### src/rtl/gpio_port_pkg.sv
// Package: shared register-select encoding for the masked GPIO port.
// Assumes: one select is active per access; REG_NONE covers unmapped space.
package gpio_port_pkg;
    typedef enum logic [1:0] {
        REG_NONE  = 2'd0,
        REG_DATA  = 2'd1,
        REG_DIR   = 2'd2,
        REG_SENSE = 2'd3
    } reg_sel_e;
endpackage

### src/rtl/gpio_addr_decode.sv
// Module: gpio_addr_decode
// Maps a byte address onto a register select and the per-bit data mask.
// Assumes: the data window spans the low 2**(WIDTH+2) bytes, the direction and
// sense registers sit at the next two word slots, and ADDR_W > WIDTH+2.
module gpio_addr_decode
    import gpio_port_pkg::*;
#(
    parameter int WIDTH  = 8,
    parameter int ADDR_W = 12
) (
    input  logic [ADDR_W-1:0] addr,
    output reg_sel_e          sel,
    output logic [WIDTH-1:0]  mask
);
    localparam int WIN_BITS = WIDTH + 2;
    localparam int IDX_W    = ADDR_W - 2;
    localparam logic [IDX_W-1:0] DIR_IDX   = IDX_W'(1) << (WIN_BITS - 2);
    localparam logic [IDX_W-1:0] SENSE_IDX = DIR_IDX + IDX_W'(1);

    logic [IDX_W-1:0] word_idx;

    assign word_idx = addr[ADDR_W-1:2];
    assign mask     = addr[WIN_BITS-1:2];

    // Classify the access by word index; the whole low window is the data register.
    always_comb begin
        if (addr[ADDR_W-1:WIN_BITS] == '0)
            sel = REG_DATA;
        else if (word_idx == DIR_IDX)
            sel = REG_DIR;
        else if (word_idx == SENSE_IDX)
            sel = REG_SENSE;
        else
            sel = REG_NONE;
    end
endmodule

### src/rtl/gpio_input_sync.sv
// Module: gpio_input_sync
// Multi-stage synchronizer that carries the asynchronous pad inputs into the clock domain.
// Assumes: each pin is independent; multi-bit coherence is not required.
module gpio_input_sync #(
    parameter int WIDTH  = 8,
    parameter int STAGES = 2
) (
    input  logic             clk,
    input  logic             rst_n,
    input  logic [WIDTH-1:0] d_async,
    output logic [WIDTH-1:0] q_sync
);
    logic [WIDTH-1:0] stage [STAGES];

    // First stage captures the raw pad value.
    always_ff @(posedge clk) begin
        if (!rst_n) stage[0] <= '0;
        else        stage[0] <= d_async;
    end

    for (genvar i = 1; i < STAGES; i++) begin : g_stage
        // Each further stage resamples the previous one.
        always_ff @(posedge clk) begin
            if (!rst_n) stage[i] <= '0;
            else        stage[i] <= stage[i-1];
        end
    end

    assign q_sync = stage[STAGES-1];
endmodule

### src/rtl/gpio_masked_port.sv
// Module: gpio_masked_port
// GPIO port with an address-masked data window, a direction register and a
// stored sense register. Read data is registered; writes land on the strobe edge.
// Assumes: bus_rd and bus_wr are single-cycle strobes; pad_in is asynchronous.
module gpio_masked_port
    import gpio_port_pkg::*;
#(
    parameter int WIDTH       = 8,
    parameter int ADDR_W      = 12,
    parameter int SYNC_STAGES = 2
) (
    input  logic              clk,
    input  logic              rst_n,
    input  logic [ADDR_W-1:0] bus_addr,
    input  logic              bus_wr,
    input  logic              bus_rd,
    input  logic [WIDTH-1:0]  bus_wdata,
    output logic [WIDTH-1:0]  bus_rdata,
    output logic [WIDTH-1:0]  pad_oe,
    output logic [WIDTH-1:0]  pad_out,
    input  logic [WIDTH-1:0]  pad_in
);
    reg_sel_e         dec_sel;
    logic [WIDTH-1:0] dec_mask;
    logic [WIDTH-1:0] pad_sync;
    logic [WIDTH-1:0] dir_q, latch_q, sense_q;
    logic [WIDTH-1:0] pin_val, rd_val;

    gpio_addr_decode #(.WIDTH(WIDTH), .ADDR_W(ADDR_W)) u_dec (
        .addr (bus_addr),
        .sel  (dec_sel),
        .mask (dec_mask)
    );

    gpio_input_sync #(.WIDTH(WIDTH), .STAGES(SYNC_STAGES)) u_sync (
        .clk     (clk),
        .rst_n   (rst_n),
        .d_async (pad_in),
        .q_sync  (pad_sync)
    );

    // Output latch: masked merge of write data on data-window writes.
    always_ff @(posedge clk) begin
        if (!rst_n)
            latch_q <= '0;
        else if (bus_wr && dec_sel == REG_DATA)
            latch_q <= (latch_q & ~dec_mask) | (bus_wdata & dec_mask);
    end

    // Direction and sense registers: plain full-width writes.
    always_ff @(posedge clk) begin
        if (!rst_n) begin
            dir_q   <= '0;
            sense_q <= '0;
        end else if (bus_wr) begin
            if (dec_sel == REG_DIR)   dir_q   <= bus_wdata;
            if (dec_sel == REG_SENSE) sense_q <= bus_wdata;
        end
    end

    // Per-pin value: latch for outputs, synchronized pad for inputs.
    assign pin_val = (dir_q & latch_q) | (~dir_q & pad_sync);

    // Read multiplexer over the selected register.
    always_comb begin
        unique case (dec_sel)
            REG_DATA:  rd_val = pin_val & dec_mask;
            REG_DIR:   rd_val = dir_q;
            REG_SENSE: rd_val = sense_q;
            default:   rd_val = '0;
        endcase
    end

    // Read data register: loads only on a read strobe.
    always_ff @(posedge clk) begin
        if (!rst_n)      bus_rdata <= '0;
        else if (bus_rd) bus_rdata <= rd_val;
    end

    assign pad_oe  = dir_q;
    assign pad_out = latch_q;

    // latch bits outside the write mask never move on a data write.
    a_r3_masked_keep: assert property (@(posedge clk) disable iff (!rst_n)
        (bus_wr && dec_sel == REG_DATA) |=> ((pad_out ^ $past(pad_out)) & ~$past(dec_mask)) == '0);

    // a direction write shows up on pad_oe on the next cycle.
    a_r7_dir_write: assert property (@(posedge clk) disable iff (!rst_n)
        (bus_wr && dec_sel == REG_DIR) |=> pad_oe == $past(bus_wdata));

    // a read of unmapped space returns zero.
    a_r10_unmapped_read: assert property (@(posedge clk) disable iff (!rst_n)
        (bus_rd && dec_sel == REG_NONE) |=> bus_rdata == '0);

    // unmapped writes leave the pad-facing registers alone.
    a_r10_unmapped_write: assert property (@(posedge clk) disable iff (!rst_n)
        (bus_wr && dec_sel == REG_NONE) |=> ($stable(pad_oe) && $stable(pad_out)));

    // read data holds while no read is strobed.
    a_r11_rdata_hold: assert property (@(posedge clk) disable iff (!rst_n)
        !bus_rd |=> $stable(bus_rdata));
endmodule

### config.mk
export PLATFORM = sky130hd
export DESIGN_NAME = gpio_masked_port
export DESIGN_NICKNAME = d
export VERILOG_FILES = /design/src/rtl/gpio_port_pkg.sv /design/src/rtl/gpio_addr_decode.sv /design/src/rtl/gpio_input_sync.sv /design/src/rtl/gpio_masked_port.sv
export SDC_FILE = /design/constraint.sdc
export NUM_CORES = 1
export LEC_CHECK = 0
export BUFFER_PORTS_ARGS = -buffer_cell sky130_fd_sc_hd__buf_2
export CORE_MARGIN = 2
export CORE_UTILIZATION = 35
export CTS_CLUSTER_SIZE = 40
export DETAILED_ROUTE_END_ITERATION = 6
export PLACE_DENSITY = 0.66
export SKIP_CTS_REPAIR_TIMING = 1
export SLEW_MARGIN = 0
export SYNTH_ARGS = -nofsm -noshare
export SYNTH_HDL_FRONTEND = slang
export SYNTH_SLANG_ARGS = --single-unit
### constraint.sdc
create_clock -name clk -period 2.05 [get_ports clk]
set_clock_uncertainty 0.2 [all_clocks]
set_input_delay 0.205 -clock clk [delete_from_list [all_inputs] [get_ports clk]]
set_output_delay 0.205 -clock clk [all_outputs]
set_load 0.1 [all_outputs]
== Word-level counts from Yosys, hierarchy flattened ==
Memories as Yosys holds them, arrays and structs flattened.
Cells that the tools add are included.

* Reduce and logical (&&, ||, !) cells: 4
* Bitwise logic cells: 11
* Muxes and demuxes: 8
* Equal/unequal tests: 5

{| class="wikitable"
|+ Operators with widths
! kind !! number
|-
| 8-bit bitwise AND || 5
|-
| 8-bit case mux with 3 select lines || 1
|-
| 10-bit by 9-bit == test with 1-bit output (second input constant) || 2
|-
| 8-bit two-way mux || 2
|-
| 8-bit NOT || 2
|-
| 8-bit OR || 2
|-
| 2-bit two-way mux || 3
|-
| 2-bit == test (second input constant) || 2
|-
| 2-bit AND reduction || 2
|-
| 2-bit by 1-bit == test with 1-bit output (second input constant) || 1
|-
| 2-bit zero test || 1
|-
| 1-bit two-way mux || 2
|-
| 1-bit OR || 2
|-
| 1-bit logical AND || 1
|}

* Bits in writable memories: 16
* Output and inout bits: 24
* Flip-flop bits (word level): 32
* Input port bits: 32
* Memories: 1
* Logic and storage cells: 33

{| class="wikitable"
|+ Memories
! name !! depth !! bits a word !! rd ports !! clocked after memory_dff !! wr ports !! line !! text
|-
| u_sync.stage || 2 || 8 || 2 || 0 || 2 || gpio_input_sync.sv:13 || <nowiki>logic [WIDTH-1:0] stage [STAGES];</nowiki>
|}

== Logic depth before layout (Yosys ltp) ==
* Depth after elaboration: 6
* Depth in mapped cells: 5

== Modules after synthesis ==
A second synthesis with hierarchy kept.

* Cells, all modules: 199
* Area, all modules: 2095.8 um2

{| class="wikitable"
|+ Modules (own cells, without submodules)
! module !! area an instance (um2) !! instances !! cells an instance !! sequential area each (um2)
|-
| gpio_masked_port || 1532.7 || 1 || 151 || 640.6
|-
| gpio_input_sync || 446.7 || 1 || 33 || 320.3
|-
| gpio_addr_decode || 116.4 || 1 || 15 || 0.0
|}

== Least setup slack after synthesis ==
No wires, ideal clock.

* Path kind: register to register
* From: register dir_q[0] (netlist: pad_oe[0])
* To: register bus_rdata[0]
* Data required time: 1709 ps
* Clock period less this slack: 1970 ps
* Arrival: 1630 ps
* Buffers on the path: 0
* Setup slack: 80 ps
* Library setup time: 141 ps
* Cell stages (with the launch flop): 4
* Cell sequence: dfxtp_1 -> mux2_2 -> a32oi_1 -> a211oi_1

* Longest elaborated chain between the ends: 5
* Elaborated cells between the ends (all ways): 6
* Classes of those cells: mux: 1; bitwise: 5

{| class="wikitable"
|+ RTL lines
! item !! line !! text
|-
| from (decl) || gpio_masked_port.sv:26 || <nowiki>logic [WIDTH-1:0] dir_q, latch_q, sense_q;</nowiki>
|-
| from (signal assigned) || gpio_masked_port.sv:56 || <nowiki>if (dec_sel == REG_DIR) dir_q <= bus_wdata;</nowiki>
|-
| 8-bit NOT || gpio_masked_port.sv:62 || <nowiki>assign pin_val = (dir_q & latch_q) | (~dir_q & pad_sync);</nowiki>
|-
| 8-bit bitwise AND || gpio_masked_port.sv:62 ||
|-
| 8-bit OR || gpio_masked_port.sv:62 ||
|-
| 8-bit bitwise AND || gpio_masked_port.sv:67 || <nowiki>REG_DATA: rd_val = pin_val & dec_mask;</nowiki>
|-
| 8-bit case mux with 3 select lines (*) || gpio_masked_port.sv:66 || <nowiki>unique case (dec_sel)</nowiki>
|-
| to (signal assigned) || gpio_masked_port.sv:77 || <nowiki>else if (bus_rd) bus_rdata <= rd_val;</nowiki>
|-
| to (decl) || gpio_masked_port.sv:18 || <nowiki>output logic [WIDTH-1:0] bus_rdata,</nowiki>
|}

Mark *: on every way between the ends. The rest lies on a longest branch, timed or not.
A chain may end at the register's enable or synchronous reset.

== Final worst setup path ==
* From: input port bus_addr[11]
* To: register bus_rdata[7]

* Longest elaborated chain between the ends: 6
* Elaborated cells between the ends (all ways): 10
* Classes of those cells: eq/ne: 5; mux: 4; reduce/logical: 1

{| class="wikitable"
|+ RTL lines
! item !! line !! text
|-
| from (decl) || gpio_masked_port.sv:14 || <nowiki>input logic [ADDR_W-1:0] bus_addr,</nowiki>
|-
| 10-bit by 9-bit == test with 1-bit output || gpio_addr_decode.sv:31 || <nowiki>else if (word_idx == SENSE_IDX)</nowiki>
|-
| 2-bit two-way mux || gpio_addr_decode.sv:31 ||
|-
| 2-bit two-way mux || gpio_addr_decode.sv:29 || <nowiki>else if (word_idx == DIR_IDX)</nowiki>
|-
| 2-bit two-way mux (*) || gpio_addr_decode.sv:27 || <nowiki>if (addr[ADDR_W-1:WIN_BITS] == '0)</nowiki>
|-
| 2-bit == test or 2-bit by 1-bit == test with 1-bit output (tied branches) || gpio_masked_port.sv:66 ||
|-
| 8-bit case mux with 3 select lines (*) || gpio_masked_port.sv:66 ||
|}

Marks and branches as above.

==> impl_metrics.py <==
metrics = {
    "clocking": {
        "cts_buffers": 5,
        "clock-sinks": 48,
        "cts.clk_slew.worst_paths_ps": 90,
        "clk_latency_ps": 300,
        "clockBufferDepth": 2,
        "cts-root-buf": "clkbuf_8",
        "cts_tree": "built",
        "cts_max_level": 2,
    },
    "power": {
        "power.density_nw_per_um2": 696,
        "total_leakage_power_nw": 1.21,
        "total_power_mw": 1.78,
        "irDropWorstVdd_mv": 0.429,
    },
    "critical_path": {
        "reg2reg_slack_ps": 580,
        "reg2reg_to": "bus_rdata[3]",
        "worst_setup_path_end_kind": "register",
        "reg2reg_depth": 3,
        "r2r-start": "pad_oe[3]",
        "critPathRequiredTime_ps": 2060,
        "arrival_ps": 1620,
        "criticalPathCategory": "primary input to register",
        "cp-start-kind": "primary input",
        "crit_path_max_fanout": 8,
    },
    "placed_design": {
        "dp_hpwl_mm": 3.09,
        "placed_cell_area_um2": 2310,
        "dp_worst_setup_slack_ps": 122,
        "io_buffers": 53,
        "place_congestion": 0.789,
    },
    "detailed_routing": {
        "routed_wl_mm": 4.32,
        "first_pass_iters": 4,
        "vias": 1538,
        "wl_per_cell_um": 13.1,
        "viasPerCell": 4.66,
        "route.detailed.drc": 0,
        "ant_nets": 0,
        "initialDrtViolationCount": 54,
    },
    "synthesis": {
        "synth.avg_cell_area_um2": 10.4,
        "synth_top_cell_area_share_pct": 48.7,
        "synthDistinctLibCells": 22,
        "synth_top_cells_by_area": "dfxtp_1 (49%), mux2i_1 (12%), mux2_2 (9.1%), and2_1 (5.1%), nand2_1 (4.6%)",
        "yosys_warnings": 0,
        "yosysSeqAreaShare_pct": 48.7,
        "syn_nets": 221,
        "syn_area_um2": 1970,
        "yosys.area.top_type": "dfxtp_1",
        "synth-seq-cells": 48,
        "syn_inst": 189,
    },
    "layout": {
        "seqCellArea_um2": 961,
        "antennaDiodeCount": 0,
        "nFillCells": 538,
        "area_growth_pct": 29.2,
        "drive_gt1_share_pct": 33.7,
        "multi_input_area_um2": 955,
        "nets": 289,
        "final_cell_area_um2": 2550,
    },
    "status": {
        "status": "complete, but fails checks",
        "violations": "negative hold slack",
    },
    "sta": {
        "relSlewSlack_pct": 64.5,
        "max_slew.worst_pin.slew_ps": 530,
        "fmaxAchievable_ghz": 0.623,
        "rsz0062_at_grt": "false",
        "tns_ps": 0,
        "fin_ws_ps": 444,
        "period_minus_slack_ps": 1610,
        "setup_violations": 0,
        "hold_viol_final": 6,
        "slew_viol_final": 0,
        "fin_crit_sh_pct": 78.3,
        "hold_ws_ps": -13.3,
    },
    "global_routing": {
        "grt-ovfl-total": 0,
        "grt.total_usage_pct": 13.9,
        "antenna_found_initial": 0,
        "grt_pass1_vias": 1417,
        "grt_start_max_net_pins": 31,
        "grt_pass1_wl_mm": 6.64,
    },
    "die": {
        "die_w_um": 79.1,
        "num_io_pins": 56,
        "core_area_um2": 5470,
        "rows": 27,
        "fp.dieH_um": 79.1,
        "start_util_pct": 36.1,
        "dieArea_um2": 6260,
    },
    "hold_path": {
        "min_path_type": "primary input to register",
        "worstHoldPathCells": 3,
        "hp-start": "bus_wdata[0]",
    },
    "job": {
        "max_cap_viol_count": 0,
    },
}
==> placed cells by master, fill, tap and decap left out, drive strengths merged <==
cell         count
mux2i           24
a32oi            8
o21ai            2
clkinvlp         2
nand4            1
dfxtp           48
nor2            10
inv              1
a211oi           8
or4              2
nand2           24
and2            16
nand4b           1
nor2b            8
mux2            16
dlygate4sd3     14
nor3             1
buf             58
nand3            8
clkbuf           6
==> Yosys cell counts (all sizes together) <==
master	number
o21ai	2
nand2	24
nand3	8
inv	1
or4	2
mux2	16
dfxtp	48
nor2b	8
clkbuf	7
nor3	1
and2	16
a211oi	8
nor2	10
nand4b	1
buf	4
mux2i	24
a32oi	8
nand4	1
==> cell type report <==
class	instances	share of cell area, %
Clock buffer	6	3.24
Inverter	1	0.147
Clock inverter	2	0.589
Tap cell	72	3.53
Timing Repair Buffer	72	17.4
Multi-Input combinational cell	129	37.4
Sequential cell	48	37.7
==> cell families (layout without fill, tap and decap cells) <==
kind of cell / count (synthesis) / in the layout / share of synthesized area, %
flip-flops: 48 / 48 / 48.7
buffers and inverters: 12 / 81 / 2.98
multiplexers: 40 / 40 / 21.3
AO/OA/AOI/OAI: 18 / 18 / 7.10
AND/OR/NAND/NOR: 71 / 71 / 20.0
==> worst max-delay path: stages <==
cell      delay, ps
buf_2           110
or4_4           570
nor3_4          350
a32oi_1         120
a211oi_1        250
==> report_power, final <==
group / switching (mW) / total [mW] / internal (mW)
combinational: 0.146 / 0.225 / 0.0783
sequential: 0.00798 / 0.964 / 0.956
clock: 0.314 / 0.587 / 0.273
total: 0.468 / 1.78 / 1.31
==> metrics by stage <==
step	std cells	util (%)
after floorplan	189	-
after global placement	308	42.2
after detailed placement	308	42.2
after CTS	316	44.0
after global routing	330	46.6
final	330	46.6
==> metal layers <==
layer  track usage (%)  wire length, um
met3              5.45              251
met2              20.6             1870
met1              18.5             2180
met4              4.66               15
met5                 0                0
==> worst max-delay path by stage <==
stage,cells past startpoint,start,slack (ps),endpoint
after floorplan,3,pad_oe[0],80,bus_rdata[0]
after global placement,5,bus_addr[11],150,bus_rdata[0]
after detailed placement,5,bus_addr[11],120,bus_rdata[7]
after CTS,5,bus_addr[11],430,bus_rdata[7]
after global routing,5,bus_addr[11],350,bus_rdata[4]
final,5,bus_addr[11],440,bus_rdata[7]
(Power assumes the default switching activity.)
